**config.mk**
```make
export PLATFORM = sky130hd
export DESIGN_NAME = exc_status_ctl
export DESIGN_NICKNAME = d
export VERILOG_FILES = /design/src/rtl/exc_status_ctl.sv
export SDC_FILE = /design/constraint.sdc
export NUM_CORES = 1
export LEC_CHECK = 0
export BUFFER_PORTS_ARGS = -buffer_cell sky130_fd_sc_hd__buf_2
export CAP_MARGIN = 20
export CORE_ASPECT_RATIO = 2
export CORE_MARGIN = 2
export CORE_UTILIZATION = 53
export CTS_CLUSTER_DIAMETER = 100
export DETAILED_ROUTE_END_ITERATION = 8
export HOLD_SLACK_MARGIN = 0.15
export PLACE_DENSITY = 0.91
export REMOVE_ABC_BUFFERS = 1
export SETUP_SLACK_MARGIN = 0.3
export SYNTH_ARGS = -nofsm -noshare
export SYNTH_HDL_FRONTEND = slang
export SYNTH_SLANG_ARGS = --single-unit
```
**constraint.sdc**
```tcl
create_clock -name clk -period 3.18 [get_ports clk]
set_clock_uncertainty 0.2 [all_clocks]
set_input_delay 0.636 -clock clk [delete_from_list [all_inputs] [get_ports clk]]
set_output_delay 0.636 -clock clk [all_outputs]
set_load 0.05 [all_outputs]
```
**src/rtl/exc_status_ctl.sv**
```systemverilog
module exc_status_ctl #(
  parameter int AW = 32,
  parameter logic [AW-1:0] VEC_BASE = '0
) (
  input  logic          clk,
  input  logic          rst_n,
  input  logic          rst_req,
  input  logic          undef_evt,
  input  logic          swi_evt,
  input  logic          pabt_evt,
  input  logic          dabt_evt,
  input  logic          irq_req,
  input  logic          fiq_req,
  input  logic          flag_we,
  input  logic [3:0]    flag_in,
  input  logic          ret_cmd,
  output logic [31:0]   status,
  output logic [31:0]   spsr_out,
  output logic          vec_valid,
  output logic [AW-1:0] vec_addr,
  output logic          link_we
);

  localparam logic [4:0] M_USR = 5'b10000;
  localparam logic [4:0] M_FIQ = 5'b10001;
  localparam logic [4:0] M_IRQ = 5'b10010;
  localparam logic [4:0] M_SVC = 5'b10011;
  localparam logic [4:0] M_ABT = 5'b10111;
  localparam logic [4:0] M_UND = 5'b11011;
  localparam int NBANK = 5;
  localparam logic [31:0] SAVED_INIT = {27'b0, M_USR};

  logic [3:0]  nzcv;
  logic        ib, fb;
  logic [4:0]  mode;
  logic [31:0] saved [NBANK];

  logic       take, set_f, lnk;
  logic [4:0] tgt;
  logic [7:0] off;

  function automatic logic [2:0] bank_of(input logic [4:0] m);
    case (m)
      M_FIQ:   return 3'd0;
      M_IRQ:   return 3'd1;
      M_SVC:   return 3'd2;
      M_ABT:   return 3'd3;
      M_UND:   return 3'd4;
      default: return 3'd0;
    endcase
  endfunction

  function automatic logic banked(input logic [4:0] m);
    return (m == M_FIQ) || (m == M_IRQ) || (m == M_SVC) ||
           (m == M_ABT) || (m == M_UND);
  endfunction

  assign status   = {nzcv, 20'b0, ib, fb, 1'b0, mode};
  assign spsr_out = banked(mode) ? saved[bank_of(mode)] : 32'b0;

  always_comb begin
    take  = 1'b1;
    tgt   = M_SVC;
    off   = 8'h00;
    set_f = 1'b0;
    lnk   = 1'b1;
    if (rst_req) begin
      set_f = 1'b1;
      lnk   = 1'b0;
    end else if (dabt_evt) begin
      tgt = M_ABT;
      off = 8'h10;
    end else if (fiq_req && !fb) begin
      tgt   = M_FIQ;
      off   = 8'h1C;
      set_f = 1'b1;
    end else if (irq_req && !ib) begin
      tgt = M_IRQ;
      off = 8'h18;
    end else if (pabt_evt) begin
      tgt = M_ABT;
      off = 8'h0C;
    end else if (undef_evt) begin
      tgt = M_UND;
      off = 8'h04;
    end else if (swi_evt) begin
      off = 8'h08;
    end else begin
      take = 1'b0;
    end
  end

  always_ff @(posedge clk or negedge rst_n) begin
    if (!rst_n) begin
      nzcv      <= 4'b0;
      ib        <= 1'b1;
      fb        <= 1'b1;
      mode      <= M_SVC;
      vec_valid <= 1'b0;
      vec_addr  <= '0;
      link_we   <= 1'b0;
      for (int k = 0; k < NBANK; k++) saved[k] <= SAVED_INIT;
    end else begin
      vec_valid <= 1'b0;
      link_we   <= 1'b0;
      if (take) begin
        saved[bank_of(tgt)] <= status;
        mode      <= tgt;
        ib        <= 1'b1;
        if (set_f) fb <= 1'b1;
        vec_valid <= 1'b1;
        vec_addr  <= VEC_BASE + AW'(off);
        link_we   <= lnk;
      end else if (ret_cmd && banked(mode)) begin
        nzcv <= saved[bank_of(mode)][31:28];
        ib   <= saved[bank_of(mode)][7];
        fb   <= saved[bank_of(mode)][6];
        mode <= saved[bank_of(mode)][4:0];
      end else if (flag_we) begin
        nzcv <= flag_in;
      end
    end
  end

endmodule


```
## Yosys cells after proc, flatten, opt, wreduce, memory -nomap -nowiden

Cells that the tools add are included.

- Output and inout bits: 98
- Register bits: 181
- Logic and storage cells: 94

- Multiplexer cells: 50
- $lt $le $gt $ge: 4
- Eq/ne operators: 10
- Reductions and logical operators: 14
- Bitwise gates (word level): 4

Operators by type and width:

| kind | number |
|---|---|
| 32-bit binary-select mux with 3-bit select | 2 |
| 32-bit 2-to-1 mux | 6 |
| 160-bit bitwise mux | 1 |
| 32-bit demux with 3-bit select | 1 |
| 5-bit == test, second input constant | 9 |
| 4-bit 2-to-1 mux | 11 |
| 5-bit 2-to-1 mux | 6 |
| 3-bit one-hot mux with 4 select lines | 2 |
| 1-bit 2-to-1 mux | 18 |
| 4-bit >= comparator, second input constant | 3 |
| 3-bit inverter with 4-bit output | 3 |
| 3-bit 2-to-1 mux | 3 |
| 1-bit logical AND | 4 |
| 1-bit logical OR | 4 |
| 4-bit by 1-bit less-than comparator with 1-bit output, second input constant | 1 |
| 2-bit AND reduction | 2 |
| 2-bit nonzero test | 2 |
| 1-bit zero test | 2 |
| 2-bit by 1-bit inequality test with 1-bit output, second input constant | 1 |
| 1-bit inverter | 1 |

## Depth between registers and ports, before layout

- Depth after elaboration: 15
- Depth in mapped cells: 8
- Gate-level depth less buffers: 6

## Worst setup path before layout

Ideal clock, no wire load.

- Kind: register to output
- Start point: register mode[3]
- End point: output spsr_out[1]
- Cell stages (with the launch flop): 7
- Path slack: -71 ps
- Arrival time: 2,415 ps
- Cell sequence: dfrtp_1 > clkbuf_1 > clkinv_1 > nor2_4 > buf_4 > nand2_1 > a21oi_1

- Longest elaborated chain between the ends: 7
- Elaborated cells between the ends (all ways): 15
- Those cells by class: eq/ne (5); mux (5); bitwise (1); reduce/logical (4)

RTL lines:

| what | line | source |
|---|---|---|
| start, declared | 35 | `logic [4:0] mode;` |
| start signal, assigned | 108 | `mode <= tgt;` |
| start signal, assigned | 118 | `mode <= saved[bank_of(mode)][4:0];` |
| 5-bit == test (on tied branches) | 43, 55, 54 |  |
| 3-bit one-hot mux with 4 select lines | 43 | `case (m)` |
| 3-bit inverter with 4-bit output (not written as such) | 59 | `assign spsr_out = banked(mode) ? saved[bank_of(mode)] : 32'b0;` |
| 32-bit binary-select mux with 3-bit select | 59 |  |
| 32-bit 2-to-1 mux (not written as such) (2 in a row) | 59 |  |
| 32-bit 2-to-1 mux (*) | 59 |  |
| end, declared | 18 | `output logic [31:0] spsr_out,` |

Every way passes the cells marked *; elsewhere a longest branch is shown, timed or not. The select of a mux whose other input is x is not followed.

## Final worst setup path

- Start point: register mode[0]
- End point: output spsr_out[0]

Same word-level chain as after synthesis.

==> metrics <==
worst skew pair latency=0.35 ns; Core Box Area=7540 um^2; Die Ht=128 um; routed len/inst=22.0 um; post-layout minimum cycle time=3.12 ns; GRT Util Overall=28.4%; Clock Root Buffer=clkbuf_16; port bufs=41; Initial Utilization=54.2%; Pre-Repair DR Iteration Count=6; relative slew slack=39.2%; DRT antenna net count=0; Hold/Removal Path Class=in -> async; worst reg2reg path depth=13; worst slew pin tran=0.913 ns; main area contributors after synthesis=dfrtp_1 37%, buf_4 14%, mux2_2 9.6%; post-synthesis instance total=374; arrival time at the worst endpoint=2.29 ns; Hold Vio Cnt, Final=0; CTS sink count=71; CP Class=reg -> out; highest clock rate=0.320 GHz; fin cells=557; post-synthesis sequential area ratio=43.8%; RSZ-0062 raised after global routing=true; Netlist cell types=53; FILL cells=499; dpl cells=500; vias per cell=6.04; max_cap viols=0; status=finished clean; routability cong.=0.907; die area=8470 um^2; Crit. End Element=output port; Vias=3366; Yosys reg bits=71; Core Util, Final=68.3%; nets=473; Layout Cell Area excl Fill=5150 um^2; Post-synth ARST share=100%; DRC=0; period utilisation layout=98.2%; Yosys warnings=0; FP Rows=45; Max Slew Vio Count=0; top cells by count, synth=77 x buf_4, 61 x dfrtp_1, 35 x mux2_2; Peak VDD IR=0.000311 V; H-Tree Depth=3; vias in the first global route=3236; Num CTS Buffers=9; power per cell area=561 nW/um^2; P_leak=0.00226 uW; post-synth top area share=37.4%; clock buffer depth=2; top cell type by total area after synthesis=dfrtp_1; Design Power=2890 uW; WP depth=8; Synth Flop Type=dfrtp_1; number of diodes=0; critical path launch point type=flip-flop; CP required=2.34 ns; TritonCTS clock tree=yes; CP top delay family=flip-flops; post-DP HPWL=6560 um; share of post-route cells with drive strength above 1=42.3%; largest net degree at the start of global routing=72; first-pass GRT wire length=17500 um; Max FO, Critical Path=7; total grt overflow=0; Area growth, synth to finish=26.0%; drt total wl=12300 um; Clk pin slew, worst setup/hold paths=0.05 ns; Post-DP Area=4120 um^2; cts hold-fix bufs=0; I/O pin cnt=113; chip width=66.1 um; crit-path cells=buf_4 > nand4b_4 > nor2_4 > buf_12 > a21oi_1 > a22oi_2 > nor2_1 > buf_6; Synth Cell Area=4090 um^2; EDFF count, synth=0; most frequent cell after synthesis=buf_4; antenna violations before repair=0; # setup viols final=0; largest stage delay on the critical path=0.71 ns; Worst path slowest cell=dfstp_4; synthesized area per cell=10.9 um^2; DRT iter0 DRCs=391; WP buf/inv=3
## final timing paths
kind	from	endpoint	slack [ns]
setup / recovery	mode[0]$_DFFE_PN1P_	spsr_out[0]	0.06
hold / removal	rst_n	saved[66]$_DFFE_PN0P_	0.27
setup reg to reg	mode[0]$_DFFE_PN1P_	fb$_DFFE_PN1P_	0.39
hold reg to reg	saved[63]$_DFFE_PN0P_	saved[63]$_DFFE_PN0P_	0.29
max in group asynchronous	rst_n	mode[2]$_DFFE_PN0P_	1.81
min in group clk	saved[63]$_DFFE_PN0P_	saved[63]$_DFFE_PN0P_	0.29
## area by class of cell
type | count | area (um^2) | area share [%]
Clock buffer | 9 | 225 | 4.37
Clock inverter | 7 | 135 | 2.62
Inverter | 5 | 18.8 | 0.364
Multi-Input combinational cell | 274 | 2080 | 40.4
Sequential cell | 71 | 1790 | 34.8
Tap cell | 94 | 118 | 2.28
Timing Repair Buffer | 97 | 778 | 15.1
## registers in the layout, indices dropped and copies added, names as in the netlist
signal and count:
mode 5, fb 1, nzcv 4, vec_valid 1
vec_addr 3, ib 1, saved 55, link_we 1
## cell families (layout without fill, tap and decap cells)
| kind of cell | count (synthesis) | after routing | synth area share, % |
|---|---|---|---|
| compound gates | 71 | 71 | 11.4 |
| flops | 71 | 71 | 43.8 |
| simple gates | 67 | 67 | 9.49 |
| xor+xnor | 2 | 2 | 1.07 |
| mux | 63 | 63 | 17.5 |
| other cells | 1 | 71 | 0.0918 |
| buf+inv | 99 | 118 | 16.7 |
## stage by stage
step,hold slack [ns],setup WS (ns),TNS [ns]
final,0.265,0.0574,0
after global routing,0.300,0.0150,0
after CTS,0.289,0.169,0
after detailed placement,0.275,0.284,0
after global placement,0.265,0.329,0
after floorplan,0.140,-0.206,-1.71
## where the power goes
part	internal (uW)	switching, uW
Clock	840	390
Combinational	194	470
Sequential	952	41.6
## per-layer routing
metal,GRT usage [%],share of wire (%),wire (um)
met1,31.5,34,4140
met2,46.3,50,6160
met3,6.41,8.2,1000
met4,20.8,7.9,968
met5,0,0,0
## cell usage in the layout, fill, tap and decap left out, types with 5 or more instances in the layout
master / Yosys / layout
nand2_1: 9 / 9
mux2_2: 35 / 33
o21ai_1: 4 / 5
nor2_1: 21 / 19
dfrtp_1: 61 / 60
buf_4: 77 / 43
nand3_1: 8 / 7
dfstp_2: 10 / 9
buf_6: 1 / 20
buf_2: 11 / 30
conb_1: 1 / 71
a31oi_1: 10 / 6
clkbuf_16: 0 / 9
mux2_1: 22 / 22
a21oi_1: 18 / 14
## repair_timing
action | 4_1_cts | 5_1_grt
cloned | 1 | 0
setup endpoints to repair | 11 | 11
gates resized for setup | 50 | 28
setup buffers | 29 | 11
pin swaps | 17 | 12
(Power assumes the default switching activity.)
